`src/rtl/btl_pkg.sv`:
```
`timescale 1ns/1ps
// Shared sizes for the byte table lookup unit.
// Assumes byte-wide indices and a table of whole registers.
package btl_pkg;
    localparam int BYTE_W     = 8;                        // bits per byte lane
    localparam int LANES      = 4;                        // index bytes per word
    localparam int REG_BYTES  = 8;                        // bytes per table register
    localparam int MAX_REGS   = 4;                        // table registers at most
    localparam int REG_W      = BYTE_W * REG_BYTES;       // width of one register
    localparam int TABLE_W    = REG_W * MAX_REGS;         // packed table width
    localparam int WORD_W     = BYTE_W * LANES;           // index/result width
    localparam int BYTE_SEL_W = $clog2(REG_BYTES);        // byte-in-register bits
    localparam int REG_SEL_W  = BYTE_W - BYTE_SEL_W;      // register select bits
    localparam int CNT_W      = $clog2(MAX_REGS + 1);     // register count width
    localparam int LIMIT_W    = BYTE_W + 1;               // holds limit up to 256
endpackage

```
`src/rtl/btl_limit.sv`:
```
`timescale 1ns/1ps
// Turns the register count into the exclusive upper bound on valid indices.
// Assumes counts above MAX_REGS are to be clamped, and 0 yields an empty table.
module btl_limit
    import btl_pkg::*;
(
    input  logic [CNT_W-1:0]   cnt_i,
    output logic [LIMIT_W-1:0] limit_o
);
    logic [CNT_W-1:0] eff_cnt;

    // clamp the count to the number of registers that exist
    always_comb begin
        if (cnt_i > CNT_W'(MAX_REGS)) eff_cnt = CNT_W'(MAX_REGS);
        else                           eff_cnt = cnt_i;
    end

    // scale registers to bytes
    always_comb limit_o = LIMIT_W'(eff_cnt) * LIMIT_W'(REG_BYTES);
endmodule

```
`src/rtl/btl_lane.sv`:
```
`timescale 1ns/1ps
// One byte lane of the lookup: picks a table byte or the fallback byte.
// Assumes limit_i never exceeds the table size in bytes.
module btl_lane
    import btl_pkg::*;
(
    input  logic [BYTE_W-1:0]  idx_i,
    input  logic [BYTE_W-1:0]  dflt_i,
    input  logic [LIMIT_W-1:0] limit_i,
    input  logic [TABLE_W-1:0] table_i,
    output logic [BYTE_W-1:0]  byte_o
);
    logic [REG_SEL_W-1:0]  reg_sel;
    logic [BYTE_SEL_W-1:0] byte_sel;
    logic [REG_W-1:0]      reg_word;
    logic                  in_range;

    assign reg_sel  = idx_i[BYTE_W-1:BYTE_SEL_W];
    assign byte_sel = idx_i[BYTE_SEL_W-1:0];
    assign in_range = {1'b0, idx_i} < limit_i;

    // register mux: pick the addressed 64-bit register, zero if none matches
    always_comb begin
        reg_word = '0;
        for (int k = 0; k < MAX_REGS; k++) begin
            if (reg_sel == REG_SEL_W'(k)) reg_word = table_i[k*REG_W +: REG_W];
        end
    end

    // byte mux: table byte when in range, otherwise the fallback byte
    always_comb begin
        if (in_range) byte_o = reg_word[byte_sel*BYTE_W +: BYTE_W];
        else          byte_o = dflt_i;
    end
endmodule

```
`src/rtl/btl_lookup.sv`:
```
`timescale 1ns/1ps
// Top of the byte table lookup unit: four lanes share one range limit,
// and an optional output register adds a valid strobe.
// Assumes reg_count is stable while in_valid is high.
module btl_lookup
    import btl_pkg::*;
#(
    parameter bit REG_OUT = 1'b1
) (
    input  logic               clk,
    input  logic               rst_n,
    input  logic               in_valid,
    input  logic [WORD_W-1:0]  index_word,
    input  logic [WORD_W-1:0]  default_word,
    input  logic [TABLE_W-1:0] table_vec,
    input  logic [CNT_W-1:0]   reg_count,
    output logic [WORD_W-1:0]  result,
    output logic               out_valid
);
    logic [LIMIT_W-1:0] limit;
    logic [WORD_W-1:0]  lookup_word;

    btl_limit u_limit (
        .cnt_i   (reg_count),
        .limit_o (limit)
    );

    for (genvar l = 0; l < LANES; l++) begin : g_lane
        btl_lane u_lane (
            .idx_i   (index_word[l*BYTE_W +: BYTE_W]),
            .dflt_i  (default_word[l*BYTE_W +: BYTE_W]),
            .limit_i (limit),
            .table_i (table_vec),
            .byte_o  (lookup_word[l*BYTE_W +: BYTE_W])
        );
    end

    if (REG_OUT) begin : g_reg
        logic [WORD_W-1:0] result_q;
        logic              valid_q;

        // output stage: capture a lookup when requested, strobe valid
        always_ff @(posedge clk) begin
            if (!rst_n) begin
                result_q <= '0;
                valid_q  <= 1'b0;
            end else begin
                valid_q <= in_valid;
                if (in_valid) result_q <= lookup_word;
            end
        end

        assign result    = result_q;
        assign out_valid = valid_q;

        // a request yields a strobe one cycle later
        a_r7_valid_follows: assert property (@(posedge clk) disable iff (!rst_n)
            in_valid |=> out_valid);
        // no request, no strobe
        a_r7_valid_drops: assert property (@(posedge clk) disable iff (!rst_n)
            !in_valid |=> !out_valid);
        // idle cycles leave the result untouched
        a_r8_hold: assert property (@(posedge clk) disable iff (!rst_n)
            !in_valid |=> $stable(result));
        // an empty table returns the fallback word
        a_r2_empty_table: assert property (@(posedge clk) disable iff (!rst_n)
            (in_valid && reg_count == '0) |=> (result == $past(default_word)));
    end else begin : g_comb
        assign result    = lookup_word;
        assign out_valid = in_valid;
    end
endmodule

```
`config.mk`:
```
export PLATFORM = sky130hd
export DESIGN_NAME = btl_lookup
export DESIGN_NICKNAME = d
export VERILOG_FILES = /design/src/rtl/btl_pkg.sv /design/src/rtl/btl_limit.sv /design/src/rtl/btl_lane.sv /design/src/rtl/btl_lookup.sv
export SDC_FILE = /design/constraint.sdc
export NUM_CORES = 1
export LEC_CHECK = 0
export BUFFER_PORTS_ARGS = -buffer_cell sky130_fd_sc_hd__buf_2
export CAP_MARGIN = 20
export CORE_ASPECT_RATIO = 1.4
export CORE_MARGIN = 2
export CORE_UTILIZATION = 34
export CTS_CLUSTER_DIAMETER = 30
export DETAILED_ROUTE_END_ITERATION = 8
export SYNTH_ARGS = -nofsm -noshare
export SYNTH_HDL_FRONTEND = slang
export SYNTH_SLANG_ARGS = --single-unit
```
`constraint.sdc`:
```
create_clock -name clk -period 2.2 [get_ports clk]
set_clock_uncertainty 0.2 [all_clocks]
set_input_delay 0.44 -clock clk [delete_from_list [all_inputs] [get_ports clk]]
set_output_delay 0.44 -clock clk [all_outputs]
set_load 0.01 [all_outputs]
```
==> results of run 1 <==
==> power by group through the flow <==
stage / Sequential [mW] / Clock [mW] / Combinational (mW)
2_1_floorplan: 0.700 / 0 / 1.51
4_1_cts: 0.681 / 0.768 / 3.50
3_5_place_dp: 0.695 / 0 / 3.37
6_report: 0.684 / 0.787 / 3.88
3_3_place_gp: 0.694 / 0 / 3.35
5_1_grt: 0.687 / 0.790 / 3.99
==> registers in the layout, indices dropped and copies added, names as in the netlist <==
register   cells
out_valid      1
result        32
==> cell usage in the layout (no fill, tap or decap), types with 34 or more instances in the layout <==
| cell type | instances |
|---|---|
| mux4_2 | 124 |
| a21oi_1 | 52 |
| mux2_2 | 51 |
| nand2_1 | 99 |
| mux2i_1 | 124 |
| o21ai_0 | 78 |
| nor2_1 | 86 |
| buf_4 | 466 |
| nand3_1 | 34 |
| buf_2 | 345 |
| buf_6 | 37 |
==> stage by stage <==
step	cells	util, %	instance area [sq um]	power [mW]	TNS, ns
floorplan	1352	-	11300	2.21	-0.0408
global placement	2507	52.3	17000	4.05	-14.30
detailed placement	2507	52.3	17000	4.06	-15.37
CTS	2524	54.7	17800	4.95	-0.148
global route	2555	58.5	19000	5.47	-0.428
finish	2556	58.5	19000	5.35	-0.154
==> routing by layer <==
metal	vias to the layer above	share of wire (%)
met1	8204	34
met2	1562	44
met4	0	10
met3	469	13
li1	7026	-
met5	-	0
==> critical path: cells and delay by family <==
kind                   cells  cell delay (ns)
AND/OR/NAND/NOR            3             0.71
AO/OA/AOI/OAI              3             0.55
buffers and inverters      4             0.54
==> repair_timing <==
item	in CTS	in global routing
buffers inserted	11	30
pin swaps	36	68
cloned	2	2
hold endpoints to repair	0	0
setup endpoints to repair	32	32
resized for setup	112	198
==> cells by family after synthesis <==
group,Yosys count
AO/OA/AOI/OAI,446
AND/OR/NAND/NOR,386
multiplexers,302
buffers and inverters,177
flip-flops,33
adder cells (fa/ha/maj),8
==> path summary, 6_finish.rpt <==
check	end	slack (ns)	depth (start not counted)
setup reg to reg	result[2]$_SDFFE_PN0P_	0.60	4
hold / removal	result[25]$_SDFFE_PN0P_	0.19	3
hold reg to reg	result[25]$_SDFFE_PN0P_	0.33	2
setup / recovery	result[7]$_SDFFE_PN0P_	-0.06	10
==> cell type report <==
class / instances / area, sq um
clock inverter: 3 / 17.5
tap: 440 / 551
inverter: 34 / 139
sequential: 33 / 661
fill: 3027 / 13500
clock buffer: 5 / 125
timing repair buffer: 898 / 6620
multi-input combinational: 1142 / 10900
antenna: 1 / 2.50
==> metrics, run 1 <==
status=finished, violations left; failing checks=setup timing; part of the power in registers=12.8%; grt ovf=0; final worst setup slack=-0.0613 ns; clock tree buffer depth=2; largest family of logic cells by synthesized area=multiplexers; CP Class=input pin to flip-flop; final-report setup violation count=6; Mean Syn Cell Area=8.32 sq um; adder-cell area share of the yosys netlist=0.890%; Tcrit/Tclk final=103%; total leakage power=8.22 nW; slowest CP cell=or3_4; Mapped Area=11200 sq um; FMAX=442 MHz; WP data arrival=2.27 ns; GRT Util Overall=44.6%; Synth Area in Compound Gates=27.9%; grt met3 use=9.93%; Post-Syn Nets=1686; Pint=2.89 mW; number of DRC markers in iteration 0=2459; switching part of the total=46.1%; initial antenna violation count=1; Synth Instances=1352; Tmin final=2.26 ns; Max VDD drop=0.349 mV; CTS buffer count=5; Reg clk slew, reported paths=0.07 ns; register bit total from synthesis=33; top post-synthesis cells by count=mux2i_1 (127), mux4_2 (124), nand2_1 (107), nor2_1 (97), o21ai_0 (97); Max stage delay on crit path=0.40 ns; post-synthesis mux area share=41.3%; max-slew violations=0; logic gate share of total power=72.5%; nets=2448; RSZ-0062 raised after global routing=yes; cell chain of the critical path=buf_2 -> or3_4 -> buf_8 -> nor2_4 -> buf_6 -> a21oi_2 -> o32ai_2 -> buf_4 -> nand4_1 -> o31ai_1; clock latency on the worst-skew pair=0.29 ns; XOR/XNOR Fraction of Synth Area=0%; Post-DRT Antenna Nets=0; Critical R2R Launch=result[2]$_SDFFE_PN0P_; dpl hpwl=63700 um; Ys Warns=0; largest net degree at the start of global routing=25; Worst Hold Class=input pin to flip-flop; final count of hold timing violations=0; Hold WS=0.192 ns; gr busiest metal=met2; Simple-Gate Fraction of Synth Area=16.8%; ys async rst share=0%; CTS tree=done; first drt pass iteration count=6; Most used DFF post-synth=dfxtp_1; routed len/inst=31.6 um; Synth area leader=mux4_2; layout cells sized above 1=59.3%; Setup crit start kind=input pin; vias in the first global route=16.7k; Post-Place Setup Slack=-0.669 ns; final WL=80600 um; die width=158 um; Chip Height=219 um; H-tree depth=2; sw power=2.47 mW; Max Cap Viol=0; Critical Path End Type=flip-flop; routed via count=17.3k; Synth cell types=76; Yosys top cell area share=24.8%; CP required=2.20 ns; share of power burned in the clock network=14.7%; DRC=0; Via-to-Cell Ratio=6.75; # rows=78; CTS root buf=clkbuf_16; core footprint=32500 sq um; Pwr Density=281 nW/um^2; GPL Wtd Cong=1.12; dominant cells by area after synthesis=mux4_2 (25%), mux2i_1 (11%), dfxtp_1 (5.9%); CTS Hold Bufs=0; top-count cell post-synth=mux2i_1; Seq/Total Area, Yosys=5.88%; HP Start=default_word[25]; io pins=359; Post-synth EDFFs=0; met1 usage=53.8%; Worst Tran Pin Value=0.711 ns; crit path from=index_word[6]; worst rel slew slack=52.1%; first-pass GRT wire length=112000 um; DIE AREA=34600 sq um; Starting Density=34.6%; PortBufs=358; crit path max fanout=7; GR Util met2=68.6%; Clock Sinks=33; area delta synth->final=69.2%
(Power assumes the default switching activity.)
==> run 2: changes to the inputs <==
==> constraint.sdc (replaced) <==
create_clock -name clk -period 2.2 [get_ports clk]
set_clock_uncertainty 0.2 [all_clocks]
set_input_delay 0.33 -clock clk [delete_from_list [all_inputs] [get_ports clk]]
set_output_delay 0.33 -clock clk [all_outputs]
set_load 0.01 [all_outputs]
==> run 2 against run 1 <==
Final area is 12% lower. Global-route usage decreased by 2.5 points. Via count down 5.8%. The flow still finishes with violations (setup timing). Flip-flop and latch count unchanged. Cell count fell by 6.6%. Register-to-register slack better by 0.11 ns. Non-clock buffer count shrank 169.
==> metrics, run 2 (synthesized netlist as in run 1, its figures left out) <==
status=finished, violations left (unchanged); failing checks=setup timing (unchanged); Reg clk slew, reported paths=0.06 ns (was 0.07 ns); GPL Wtd Cong=1.08 (was 1.12); GRT Util Overall=42.1% (was 44.6%); final worst setup slack=-0.0880 ns (was -0.0613 ns); fin util=51.6% (was 58.5%); largest net degree at the start of global routing=35 (was 25); Bufs and invs on worst path=3 (was 4); Starting Density=34.6% (unchanged); Worst Tran Pin Value=0.603 ns (was 0.711 ns); Pwr Density=291 nW/um^2 (was 281 nW/um^2); CTS tree=done (unchanged); cell chain of the critical path=buf_2 -> buf_12 -> mux4_2 -> mux2i_1 -> buf_4 -> nor4_2 -> a211oi_1 -> o22ai_1 (was buf_2 -> or3_4 -> buf_8 -> nor2_4 -> buf_6 -> a21oi_2 -> o32ai_2 -> buf_4 -> nand4_1 -> o31ai_1); slowest CP cell=mux4_2 (was or3_4); grt ovf=0 (unchanged); CTS Hold Bufs=0 (unchanged); RSZ-0062 raised after global routing=yes (unchanged); setup TNS=-0.104 ns (was -0.154 ns); worst rel slew slack=59.4% (was 52.1%); Setup crit start kind=input pin (unchanged); H-tree depth=2 (unchanged); Tmin final=2.29 ns (was 2.26 ns); initial antenna violation count=1 (unchanged); layout cells sized above 1=51.1% (was 59.3%); FMAX=437 MHz (was 442 MHz); Worst Hold Class=input pin to flip-flop (unchanged); CTS root buf=clkbuf_16 (unchanged); CP Class=input pin to flip-flop (unchanged); total leakage power=7.16 nW (was 8.22 nW); DRC=0 (unchanged); Max Cap Viol=0 (unchanged); most frequent cells in the layout=buf_2 (352), buf_4 (328), mux2i_1 (124), mux4_2 (124), nand2_1 (105) (was buf_4 (466), buf_2 (345), mux2i_1 (124), mux4_2 (124), nand2_1 (99)); CP required=2.15 ns (was 2.20 ns); max-slew violations=0 (unchanged); final count of hold timing violations=0 (unchanged); Post-Route M1 WL=25900 um (was 27200 um); nets=2279 (was 2448); commonest non-fill, non-tap cell in the layout=buf_2 (was buf_4); # placed instances=2372 (was 2507); Tcrit/Tclk final=104% (was 103%); WP data arrival=2.24 ns (was 2.27 ns); die width=158 um (unchanged); final WL=74800 um (was 80600 um); DIE AREA=34600 sq um (unchanged); Max stage delay on crit path=0.51 ns (was 0.40 ns); routed len/inst=31.4 um (was 31.6 um); clock latency on the worst-skew pair=0.29 ns (about the same); io pins=359 (unchanged); # rows=78 (unchanged); Via-to-Cell Ratio=6.81 (was 6.75); Post-Place Setup Slack=-0.626 ns (was -0.669 ns); crit path max fanout=10 (was 7); first drt pass iteration count=7 (was 6); Post-DRT Antenna Nets=0 (unchanged); Max VDD drop=0.280 mV (was 0.349 mV); routed wl met2=32900 um (was 35100 um); Chip Height=219 um (unchanged); first-pass GRT wire length=106000 um (was 112000 um); clock tree buffer depth=2 (unchanged); routed via count=16.3k (was 17.3k); Clock Sinks=33 (unchanged); max FFs per register=32 (unchanged); top routing layer used=met5 (was met4); PortBufs=358 (unchanged); Largest delay share family, worst path=multiplexers (was simple AND/OR/NAND/NOR gates); metal3 WL=9150 um (was 10100 um); dpl hpwl=61800 um (was 63700 um); area delta synth->final=49.2% (was 69.2%); CTS buffer count=5 (unchanged); vias in the first global route=15.8k (was 16.7k); Final Non-Filler Cells=2387 (was 2556); Critical Path End Type=flip-flop (unchanged); core footprint=32500 sq um (unchanged); number of DRC markers in iteration 0=2330 (was 2459); final-report setup violation count=2 (was 6)
-- run 2: worst register-to-register path, stage by stage (launching register included) --
cell and delay (ns):
dfxtp_1 0.31, o21ai_0 0.48, a41o_1 0.28, o21ai_0 0.10
-- run 2: timing repair --
item                                    4_1_cts  5_1_grt
setup buffers                                 0        6
endpoints found under the setup margin       25       28
pin swaps                                     4       15
resized for setup                            38       66
-- run 2: layer usage --
layer | global-route usage, % | up-vias
met5 | 0 | -
li1 | - | 6678
met1 | 51.3 | 7701
met4 | 31.1 | 2
met2 | 65.2 | 1489
met3 | 8.47 | 383
-- run 2: area by class of cell --
type,instances,area [sq um]
Fill cell,3194,15700
Multi-Input combinational cell,1142,10100
Timing Repair Buffer,729,5150
Sequential cell,33,661
Tap cell,440,551
Clock buffer,6,129
Inverter,34,128
Clock inverter,2,10.0
Antenna cell,1,2.50
-- run 2: path summary, 6_finish.rpt --
path | endpoint | startpoint | slack, ns | cells after the start
worst max register to register | result[22]$_SDFFE_PN0P_ | result[22]$_SDFFE_PN0P_ | 0.71 | 3
worst min register to register | result[31]$_SDFFE_PN0P_ | result[31]$_SDFFE_PN0P_ | 0.33 | 2
worst min-delay path | result[25]$_SDFFE_PN0P_ | default_word[25] | 0.12 | 3
worst max-delay path | result[2]$_SDFFE_PN0P_ | index_word[3] | -0.09 | 8
-- run 2: power by group --
group,switching [mW],internal (mW),total [mW],leakage [nW]
sequential,0.0441,0.643,0.687,0.273
combinational,1.88,1.59,3.47,6.82
clock,0.305,0.417,0.722,0.0706
-- run 2: stage by stage --
| stage | hold slack (ns) | instance area (sq um) | total power [mW] |
|---|---|---|---|
| 2_1_floorplan | 0.265 | 11200 | 2.19 |
| 3_3_place_gp | 0.311 | 16200 | 3.94 |
| 3_5_place_dp | 0.292 | 16200 | 3.94 |
| 4_1_cts | 0.120 | 16500 | 4.70 |
| 5_1_grt | 0.139 | 16800 | 5.01 |
| 6_report | 0.118 | 16800 | 4.88 |
